## src/rtl/eel_pkg.sv

```systemverilog
package eel_pkg;

  localparam int EE_ADDR_W  = 6;   // 1K bits / 16-bit words = 64 words
  localparam int CMD_BITS   = 9;   // start + opcode + address
  localparam int DATA_BITS  = 16;
  localparam int FRAME_BITS = CMD_BITS + DATA_BITS;

  typedef enum logic [1:0] {
    MODE_NORMAL   = 2'b00,
    MODE_AUTOLOAD = 2'b01,
    MODE_PROG     = 2'b10,
    MODE_CFGWR    = 2'b11
  } eel_mode_e;

  typedef enum logic [1:0] {
    S_IDLE = 2'b00,
    S_LO   = 2'b01,
    S_HI   = 2'b10,
    S_GAP  = 2'b11
  } eel_state_e;

  // Read command frame: start bit, opcode 10, word address
  function automatic logic [CMD_BITS-1:0] eel_read_frame(input logic [EE_ADDR_W-1:0] a);
    return {1'b1, 2'b10, a};
  endfunction

  // Bit sent at clock position idx (0 = first, MSB first)
  function automatic logic eel_cmd_bit(input logic [EE_ADDR_W-1:0] a, input int idx);
    logic [CMD_BITS-1:0] f;
    f = eel_read_frame(a);
    return f[CMD_BITS-1-idx];
  endfunction

  // Little-endian byte select within a loaded word
  function automatic logic [7:0] eel_word_byte(input logic [DATA_BITS-1:0] w, input logic hi);
    return hi ? w[15:8] : w[7:0];
  endfunction

endpackage

```

## src/rtl/eel_tick.sv

```systemverilog
module eel_tick #(
  parameter int DIV_W = 8
) (
  input  logic             clk,
  input  logic             rst_n,
  input  logic             en,
  input  logic [DIV_W-1:0] half,
  output logic             tick
);
  logic [DIV_W-1:0] cnt_q;
  logic [DIV_W-1:0] lim;

  assign lim  = (half == '0) ? DIV_W'(1) : half;
  assign tick = en && (cnt_q == lim - DIV_W'(1));

  always_ff @(posedge clk or negedge rst_n) begin
    if (!rst_n)          cnt_q <= '0;
    else if (!en || tick) cnt_q <= '0;
    else                 cnt_q <= cnt_q + DIV_W'(1);
  end
endmodule

```

## src/rtl/eel_seq.sv

```systemverilog
module eel_seq
  import eel_pkg::*;
#(
  parameter int N_WORDS = 25,
  parameter int DIV_W   = 8,
  localparam int WORD_W = $clog2(N_WORDS),
  localparam int BIT_W  = $clog2(FRAME_BITS)
) (
  input  logic                 clk,
  input  logic                 rst_n,
  input  logic                 start,
  input  logic [DIV_W-1:0]     sk_half,
  input  logic                 ee_do,
  output logic                 cs,
  output logic                 sk,
  output logic                 di,
  output logic                 active,
  output logic                 ld_we,
  output logic [WORD_W-1:0]    ld_word,
  output logic [DATA_BITS-1:0] ld_data,
  output logic                 done
);
  eel_state_e           state_q;
  logic [WORD_W-1:0]    word_q;
  logic [BIT_W-1:0]     bit_q;
  logic                 gap_q;
  logic [DATA_BITS-1:0] shreg_q;
  logic                 tick;
  logic                 capture, last_bit, last_word, word_done;

  eel_tick #(.DIV_W(DIV_W)) tick_i (
    .clk  (clk),
    .rst_n(rst_n),
    .en   (state_q != S_IDLE),
    .half (sk_half),
    .tick (tick)
  );

  assign capture   = bit_q >= BIT_W'(CMD_BITS);
  assign last_bit  = bit_q == BIT_W'(FRAME_BITS-1);
  assign last_word = word_q == WORD_W'(N_WORDS-1);
  assign word_done = (state_q == S_HI) && tick && last_bit;

  always_ff @(posedge clk or negedge rst_n) begin
    if (!rst_n) begin
      state_q <= S_IDLE;
      word_q  <= '0;
      bit_q   <= '0;
      gap_q   <= 1'b0;
      shreg_q <= '0;
    end else begin
      case (state_q)
        S_IDLE: if (start) begin
          state_q <= S_LO;
          word_q  <= '0;
          bit_q   <= '0;
        end
        S_LO: if (tick) state_q <= S_HI;
        S_HI: if (tick) begin
          if (capture) shreg_q <= {shreg_q[DATA_BITS-2:0], ee_do};
          if (last_bit) begin
            if (last_word) state_q <= S_IDLE;
            else begin
              state_q <= S_GAP;
              gap_q   <= 1'b0;
            end
          end else begin
            bit_q   <= bit_q + BIT_W'(1);
            state_q <= S_LO;
          end
        end
        S_GAP: if (tick) begin
          if (gap_q) begin
            state_q <= S_LO;
            bit_q   <= '0;
            word_q  <= word_q + WORD_W'(1);
          end else begin
            gap_q <= 1'b1;
          end
        end
        default: state_q <= S_IDLE;
      endcase
    end
  end

  assign cs      = (state_q == S_LO) || (state_q == S_HI);
  assign sk      = (state_q == S_HI);
  assign di      = cs && !capture && eel_cmd_bit(EE_ADDR_W'(word_q), int'(bit_q));
  assign active  = (state_q != S_IDLE);
  assign ld_we   = word_done;
  assign ld_word = word_q;
  assign ld_data = {shreg_q[DATA_BITS-2:0], ee_do};
  assign done    = word_done && last_word;
endmodule

```

## src/rtl/eel_cfg_bank.sv

```systemverilog
module eel_cfg_bank
  import eel_pkg::*;
#(
  parameter int N_WORDS = 25,
  parameter int BA_W    = 6,
  localparam int WORD_W  = $clog2(N_WORDS),
  localparam int N_BYTES = 2 * N_WORDS
) (
  input  logic                 clk,
  input  logic                 rst_n,
  input  logic                 ld_we,
  input  logic [WORD_W-1:0]    ld_word,
  input  logic [DATA_BITS-1:0] ld_data,
  input  logic                 host_we,
  input  logic [BA_W-1:0]      host_addr,
  input  logic [7:0]           host_data,
  input  logic [BA_W-1:0]      raddr,
  output logic [7:0]           rdata
);
  logic [N_BYTES*8-1:0] flat;

  for (genvar g = 0; g < N_BYTES; g++) begin : g_byte
    localparam logic [WORD_W-1:0] MY_WORD = WORD_W'(g / 2);
    localparam logic              MY_HI   = 1'(g % 2);
    logic [7:0] byte_q;

    always_ff @(posedge clk or negedge rst_n) begin
      if (!rst_n)
        byte_q <= 8'h00;
      else if (ld_we && ld_word == MY_WORD)
        byte_q <= eel_word_byte(ld_data, MY_HI);
      else if (host_we && host_addr == BA_W'(g))
        byte_q <= host_data;
    end

    assign flat[g*8 +: 8] = byte_q;
  end

  always_comb begin
    rdata = 8'h00;
    for (int i = 0; i < N_BYTES; i++)
      if (raddr == BA_W'(i)) rdata = flat[i*8 +: 8];
  end
endmodule

```

## src/rtl/eeprom_cfg_loader.sv

```systemverilog
module eeprom_cfg_loader
  import eel_pkg::*;
#(
  parameter int N_WORDS = 25,
  parameter int DIV_W   = 8,
  parameter int BA_W    = 6,
  localparam int WORD_W = $clog2(N_WORDS)
) (
  input  logic             clk,
  input  logic             rst_n,
  input  logic [DIV_W-1:0] sk_half,
  input  logic             cmd_we,
  input  logic [7:0]       cmd_wdata,
  output logic [7:0]       cmd_rdata,
  input  logic             cfg_we,
  input  logic [BA_W-1:0]  cfg_waddr,
  input  logic [7:0]       cfg_wdata,
  input  logic [BA_W-1:0]  cfg_raddr,
  output logic [7:0]       cfg_rdata,
  output logic             busy,
  output logic             ee_cs,
  output logic             ee_sk,
  output logic             ee_di,
  input  logic             ee_do
);
  eel_mode_e            mode_q;
  logic                 load_req_q;
  logic [2:0]           pin_sw_q;
  logic                 seq_start, seq_active, seq_done;
  logic                 seq_cs, seq_sk, seq_di;
  logic                 load_wr;
  logic [WORD_W-1:0]    load_word;
  logic [DATA_BITS-1:0] load_data;
  logic                 cmd_ok, host_wr_ok;
  logic [3:0]           mirror;

  assign seq_start  = load_req_q && !seq_active;
  assign busy       = load_req_q || seq_active;
  assign cmd_ok     = cmd_we && !busy;
  assign host_wr_ok = cfg_we && (mode_q == MODE_CFGWR) && !busy;

  always_ff @(posedge clk or negedge rst_n) begin
    if (!rst_n) begin
      mode_q     <= MODE_AUTOLOAD;
      load_req_q <= 1'b1;
      pin_sw_q   <= 3'b000;
    end else begin
      if (seq_start) load_req_q <= 1'b0;
      if (seq_done) begin
        mode_q <= MODE_NORMAL;
      end else if (cmd_ok) begin
        mode_q   <= eel_mode_e'(cmd_wdata[7:6]);
        pin_sw_q <= cmd_wdata[3:1];
        if (eel_mode_e'(cmd_wdata[7:6]) == MODE_AUTOLOAD) load_req_q <= 1'b1;
      end
    end
  end

  eel_seq #(.N_WORDS(N_WORDS), .DIV_W(DIV_W)) seq_i (
    .clk    (clk),
    .rst_n  (rst_n),
    .start  (seq_start),
    .sk_half(sk_half),
    .ee_do  (ee_do),
    .cs     (seq_cs),
    .sk     (seq_sk),
    .di     (seq_di),
    .active (seq_active),
    .ld_we  (load_wr),
    .ld_word(load_word),
    .ld_data(load_data),
    .done   (seq_done)
  );

  eel_cfg_bank #(.N_WORDS(N_WORDS), .BA_W(BA_W)) bank_i (
    .clk      (clk),
    .rst_n    (rst_n),
    .ld_we    (load_wr),
    .ld_word  (load_word),
    .ld_data  (load_data),
    .host_we  (host_wr_ok),
    .host_addr(cfg_waddr),
    .host_data(cfg_wdata),
    .raddr    (cfg_raddr),
    .rdata    (cfg_rdata)
  );

  always_comb begin
    if (mode_q == MODE_PROG) begin
      {ee_cs, ee_sk, ee_di} = pin_sw_q;
    end else if (mode_q == MODE_AUTOLOAD) begin
      {ee_cs, ee_sk, ee_di} = {seq_cs, seq_sk, seq_di};
    end else begin
      {ee_cs, ee_sk, ee_di} = 3'b000;
    end
  end

  assign mirror    = ((mode_q == MODE_AUTOLOAD) || (mode_q == MODE_PROG)) ?
                     {ee_cs, ee_sk, ee_di, ee_do} : 4'h0;
  assign cmd_rdata = {mode_q, busy, 1'b0, mirror};
endmodule

```

## config.mk

```make
export PLATFORM = sky130hd
export DESIGN_NAME = eeprom_cfg_loader
export DESIGN_NICKNAME = d
export VERILOG_FILES = /design/src/rtl/eel_pkg.sv /design/src/rtl/eel_tick.sv /design/src/rtl/eel_seq.sv /design/src/rtl/eel_cfg_bank.sv /design/src/rtl/eeprom_cfg_loader.sv
export SDC_FILE = /design/constraint.sdc
export NUM_CORES = 1
export LEC_CHECK = 0
export BUFFER_PORTS_ARGS = -buffer_cell sky130_fd_sc_hd__buf_2
export CORE_UTILIZATION = 60
export DETAILED_ROUTE_END_ITERATION = 8
export PLACE_DENSITY = 0.77
export SYNTH_ARGS = -nofsm -noshare
export SYNTH_HDL_FRONTEND = slang
export SYNTH_SLANG_ARGS = --single-unit
```

## constraint.sdc

```tcl
create_clock -name clk -period 5.9 [get_ports clk]
set_input_delay 0.59 -clock clk [delete_from_list [all_inputs] [get_ports clk]]
set_output_delay 0.59 -clock clk [all_outputs]
set_load 0.1 [all_outputs]
```

## Word level (Yosys, flattened, before mapping)

Cells that the tools add are included.
Widths: inputs -> output; s select.

| cells by class | value |
|---|---|
| $add $sub $neg | 5 |
| muxes and demuxes | 190 |
| bitwise logic cells | 1 |
| magnitude comparators | 2 |
| eq/ne operators | 139 |
| reductions and logical operators | 157 |

Operators by type and width:

| operator | count |
|---|---|
| $mux 8 | 152 |
| $eq 6x6->1 const B | 36 |
| $eq 6x5->1 const B | 32 |
| $reduce_bool 2->1 | 54 |
| $eq 6x4->1 const B | 16 |
| $logic_and 1x1->1 | 84 |
| $eq 5x5->1 const B | 10 |
| $eq 6x3->1 const B | 8 |
| $eq 5x4->1 const B | 8 |
| $mux 5 | 7 |
| $lt 32x6->1 const B | 1 |
| $eq 6x2->1 const B | 4 |
| $eq 5x3->1 const B | 4 |
| $mux 2 | 9 |
| $mux 1 | 16 |
| $pmux 5 s3 | 1 |
| $eq 6x1->1 const B | 2 |
| $logic_not 6->1 | 2 |
| $ne 2x1->1 const B | 6 |
| $add 5x1->5 const B | 2 |
| $eq 5x2->1 const B | 2 |
| $pmux 5 s2 | 1 |
| $reduce_and 5->1 | 2 |
| $add 8x1->8 const B | 1 |
| 23 further kinds | 34 |

| word-level totals | value |
|---|---|
| register bits | 442 |
| logic and storage cells | 553 |

## Longest topological paths before layout

| depth | value |
|---|---|
| depth in word-level cells | 51 |
| depth in mapped cells | 15 |
| mapped depth without buffers | 12 |

## Cells and area by module

From an unflattened synthesis, not the netlist that was laid out.

| unflattened totals | value |
|---|---|
| cells, all modules | 2931 |
| area, all modules | 26394.1 um^2 |

By module, submodules not included:

| module | instances | cells each | area an instance (um^2) |
|---|---|---|---|
| eel_cfg_bank | 1 | 2672 | 23727.8 |
| eel_seq | 1 | 149 | 1625.3 |
| eel_tick | 1 | 66 | 614.3 |
| eeprom_cfg_loader | 1 | 44 | 426.7 |

## Worst setup path after synthesis

OpenSTA, ideal clock, no wires.

| path | value |
|---|---|
| path kind | input-to-output |
| start point | in cfg_raddr[0] |
| end point | out cfg_rdata[7] |
| path buffers | 5 |
| stages on the path | 10 |
| setup slack | 259 ps |
| data required time | 5310 ps |
| arrival time | 5051 ps |
| cell sequence | clkbuf_1 > buf_1 > clkbuf_1 > clkbuf_1 > clkbuf_1 > o21ai_0 > a31oi_1 > o311ai_0 > a21o_1 > a211oi_1 |

| on the way | value |
|---|---|
| word-level cells in the longest chain between the ends | 51 |
| elaborated cells between the ends (all ways) | 100 |

Ends and longest elaborated chain:

| what | RTL line | source |
|---|---|---|
| start, declared | eeprom_cfg_loader.sv:18 | `input logic [BA_W-1:0] cfg_raddr,` |
| $logic_not 6->1 | eel_cfg_bank.sv:42 | `if (raddr == BA_W'(i)) rdata = flat[i*8 +: 8];` |
| $mux 8 (49 in a row) | eel_cfg_bank.sv:42 |  |
| $mux 8 * | eel_cfg_bank.sv:42 |  |
| end, declared | eeprom_cfg_loader.sv:19 | `output logic [7:0] cfg_rdata,` |

Every way passes the cells marked *; elsewhere a longest branch is shown, timed or not.

## Final worst setup path

Ends and elaborated chain as after synthesis.

==> results.tsv <==
stage	metric	value	unit
status	status	finished clean	
global_route	antenna violations before repair	7	
detailed_routing	drt first pass iters	7	
power_and_ir_drop	switching share of power	31.18	%
sta	Final Critical Period	4819	ps
global_route	gr ovfl total	0	
synthesis	mean post-synth cell area	10.05	µm²
worst_setup_path	nature of the critical path endpoint	primary output	
detailed_routing	Total Wirelength	93190	µm
detailed_routing	DR vias/cell	7.031	
clock_tree	CTS Buf Count	48	
worst_setup_path	Startpoint Class	primary input	
clock_tree	# H-tree levels	2	
worst_setup_path	CP max stage cell	nand2b_1	
synthesis	fraction of registers with async set/reset	100.0	%
power_and_ir_drop	Pleak	14.53	nW
worst_setup_path	worst path buffer plus inverter count	3	
synthesis	synth warn	0	
flow_run	MaxCap Viol Count	0	
worst_setup_path	Reg2Reg Setup Slack	1780	ps
worst_setup_path	CP arrival	4230	ps
global_route	routing usage on met1	52.74	%
worst_setup_path	Top delay family on crit path	buffers and inverters	
global_route	met3 Use GR	9.811	%
synthesis	post-synthesis sequential area ratio	40.21	%
sta	RSZ-0062 raised after global routing	false	
synthesis	EDFF count, synth	0	
clock_tree	clk_lat worst skew	620	ps
worst_setup_path	type of the worst setup path	in2out	
sta	Slew Viols, Final	0	
clock_tree	root buf cell	clkbuf_16	
finish	Layout area overhead	7.853	%
synthesis	synthesized area	27520	µm²
placement	Post-DP HPWL	57720	µm
power_and_ir_drop	Comb pwr share	18.3	%
power_and_ir_drop	switching power	2.404	mW
sta	fmax	207.5	MHz
clock_tree	Setup Fix Bufs, Post-CTS	0	
sta	Fin Clk Skew	25.67	ps
synthesis	ys flop type	dfrtp_1	
clock_tree	CTS Buffer Depth	3	
sta	Final Cycle Share	81.68	%
synthesis	syn_nets	2798	
detailed_routing	detailed-route DRC error count	0	
synthesis	post-synthesis register bit count	442	
sta	Hold Fails Final Rpt	0	
die	Cell Rows	78	
global_route	first-pass GRT wire length	142500	µm
clock_tree	CTS-repair resized insts	0	
global_route	largest net degree at the start of global routing	136	
clock_tree	CTS sink count	442	
clock_tree	Hold-fix buffers, CTS	1	
power_and_ir_drop	internal power	5.307	mW
synthesis	Yosys cell types	79	
power_and_ir_drop	Clock Power Share	39.6	%
hold_path	hold wc startpoint	cmd_wdata[7]	
power_and_ir_drop	worst vdd ir	345.8	µV
hold_path	worst hold endpoint	load_req_q$_DFF_PN1_	
worst_setup_path	R2R depth	8	
die	Starting Density	60.76	%
worst_setup_path	Critical Path Fanout Max	69	
detailed_routing	vias	23070	
placement	PortBufs	56	
detailed_routing	Iter 0 DRT Violations	3008	
worst_setup_path	crit-path max cell delay	590	ps
die	chip width	216.2	µm
global_route	GRT Total Usage	40.12	%
sta	Final setup viols	0	
finish	share of cells above drive strength 1	27.88	%
clock_tree	CTS tree	built	
placement	gpl congestion	0.9639	
worst_setup_path	worst reg2reg endpoint	bank_i.g_byte[14].byte_q[6]$_DFFE_PN0P_	
hold_path	Hold Crit Depth	2	
sta	worst slew pin tran	1352	ps
die	core area	45280	µm²
die	Die Ht	216.2	µm
worst_setup_path	Reg-to-Reg Start	seq_i.state_q[1]$_DFFE_PN0P_	
finish	fin nets	2707	
sta	Max-Slew Margin vs Limit	9.543	%
synthesis	synthesized instance count	2738	
sta	TNS Setup	0	ps
power_and_ir_drop	Power Density	259.8	nW/µm²
die	IO Pins	61	
sta	Hold WS	157.6	ps
worst_setup_path	worst endpoint required time	5310	ps
global_route	met2 usage	59.79	%
global_route	global routing's busiest layer	met2	
detailed_routing	Routed WL per cell	28.40	µm
hold_path	Hold WC Path Type	in2reg	
power_and_ir_drop	sequential share of power	42.2	%
global_route	vias in the first global route	23010	
worst_setup_path	Critical Path, Cell by Cell	buf_6, nand2b_1, buf_12, nor2_1, a22oi_1, o21ai_0, a21o_1, nor3_1, a211oi_1, buf_2	
die	Die ar.	46720	µm²
clock_tree	clk slew on worst S/H paths	60	ps
detailed_routing	ANT nets after route	0	
[cells by family after synthesis]
| group | count (synthesis) | share of synthesized area, % |
|---|---|---|
| mux | 727 | 29.60 |
| flops | 442 | 40.21 |
| other cells | 1 | 0.01363 |
| fa+ha+maj | 19 | 0.8640 |
| buf+inv | 298 | 4.379 |
| simple gates | 637 | 11.13 |
| compound gates | 599 | 13.33 |
| xor+xnor | 15 | 0.4775 |
[cell usage after synthesis (all sizes together), types with 5 or more instances]
master	n	area [µm²]
mux2	493	5664
dfrtp	440	11010
nor2	284	1066
a21oi	262	1311
mux2i	223	2232
clkbuf	210	788.3
nand2	107	401.6
o21ai	99	495.5
buf	63	322.8
nor3	60	355.4
nand3	40	200.2
o22ai	36	225.2
nor2b	29	181.4
a31oi	25	156.4
inv	24	90.09
nand4	22	143.9
a211oi	21	157.7
ha	19	237.7
nand2b	17	106.4
o211ai	17	127.6
a21o	16	120.1
o221ai	13	113.9
a22oi	12	90.09
o31ai	12	90.09
or3	12	80.08
xor2	12	105.1
mux4	11	247.7
and3	10	62.56
a22o	9	78.83
a2bb2oi	9	78.83
o32ai	8	70.07
and2	7	43.80
or2	7	43.79
a32o	6	60.06
nand4bb	6	67.56
nor4bb	6	60.06
a221oi	5	61.31
nor4b	5	43.79
o21a	5	37.54
o2bb2ai	5	43.79
[power groups by stage]
stage / Sequential (mW) / Clock, mW / Combinational (mW)
6_report: 3.25 / 3.05 / 1.41
5_1_grt: 3.27 / 3.17 / 1.49
4_1_cts: 3.25 / 3.05 / 1.38
3_5_place_dp: 3.30 / 0 / 1.38
3_3_place_gp: 3.29 / 0 / 1.35
2_1_floorplan: 3.32 / 0 / 0.977
[worst reg2reg max path, cell delays in order (launching register included)]
cell	delay (ps)
dfrtp_1	400
inv_1	130
ha_1	280
nor2b_1	400
and3_1	460
or3b_2	670
nor2_1	960
mux2_2	430
mux2_2	260
[how the worst max path moves through the flow]
| stage | end | depth (start not counted) | start | slack [ps] |
|---|---|---|---|---|
| after floorplan | cfg_rdata[7] | 10 | cfg_raddr[0] | 260 |
| after global placement | bank_i.g_byte[10].byte_q[5]$_DFFE_PN0P_ | 14 | sk_half[2] | 1210 |
| after detailed placement | bank_i.g_byte[10].byte_q[6]$_DFFE_PN0P_ | 14 | sk_half[2] | 1160 |
| after CTS | cfg_rdata[7] | 10 | cfg_raddr[0] | 1270 |
| after global routing | cfg_rdata[7] | 10 | cfg_raddr[0] | 1050 |
| final | cfg_rdata[7] | 10 | cfg_raddr[0] | 1080 |
[cell type report]
type | instances | area (µm²)
flip-flops and latches | 442 | 11070
multi-input cells | 1998 | 15300
fillers | 3548 | 15610
repair buffers | 132 | 925.9
well taps | 600 | 750.7
diodes | 2 | 5.005
clock inverters | 7 | 92.59
clock buffers | 75 | 1444
inverters | 25 | 93.84
[cell usage in the layout (no fill, tap or decap), types with 21 or more instances in the layout]
master	instances
a21oi_1	262
nor2b_1	28
a31oi_1	25
nor2_1	284
dfrtp_1	436
nor3_1	49
a211oi_1	21
mux2_4	30
nand2_1	107
o21ai_0	99
nand4_1	21
nand3_1	40
buf_2	53
inv_1	22
mux2i_1	223
buf_4	71
o22ai_1	36
clkbuf_16	49
mux2_2	463
[per-layer routing]
metal,wire [µm],vias up,part of all wire [%]
li1,-,9770,-
met5,52,-,0.056
met4,6219,10,6.7
met1,35390,11350,38
met2,40790,1525,44
met3,10740,417,12
[registers in the layout, summed over array words and instances, names as in the netlist]
name / flops
mode_q: 2
seq_i.ld_word: 5
seq_i.shreg_q: 15
bank_i.g_byte.byte_q: 400
seq_i.bit_q: 5
load_req_q: 1
seq_i.gap_q: 1
pin_sw_q: 3
seq_i.tick_i.cnt_q: 8
seq_i.state_q: 2
[metrics by stage]
stage | worst slack (ps) | std cells | area (µm²) | power [mW] | utilization [%]
finish | 1081 | 3281 | 29680 | 7.711 | 65.54
global route | 1049 | 3280 | 29670 | 7.926 | 65.53
CTS | 1268 | 3279 | 29670 | 7.685 | 65.53
detailed placement | 1161 | 3196 | 28130 | 4.681 | 62.11
global placement | 1208 | 3196 | 28130 | 4.640 | 62.11
floorplan | 259.2 | 2738 | 27520 | 4.298 | -
(Power assumes the default switching activity.)
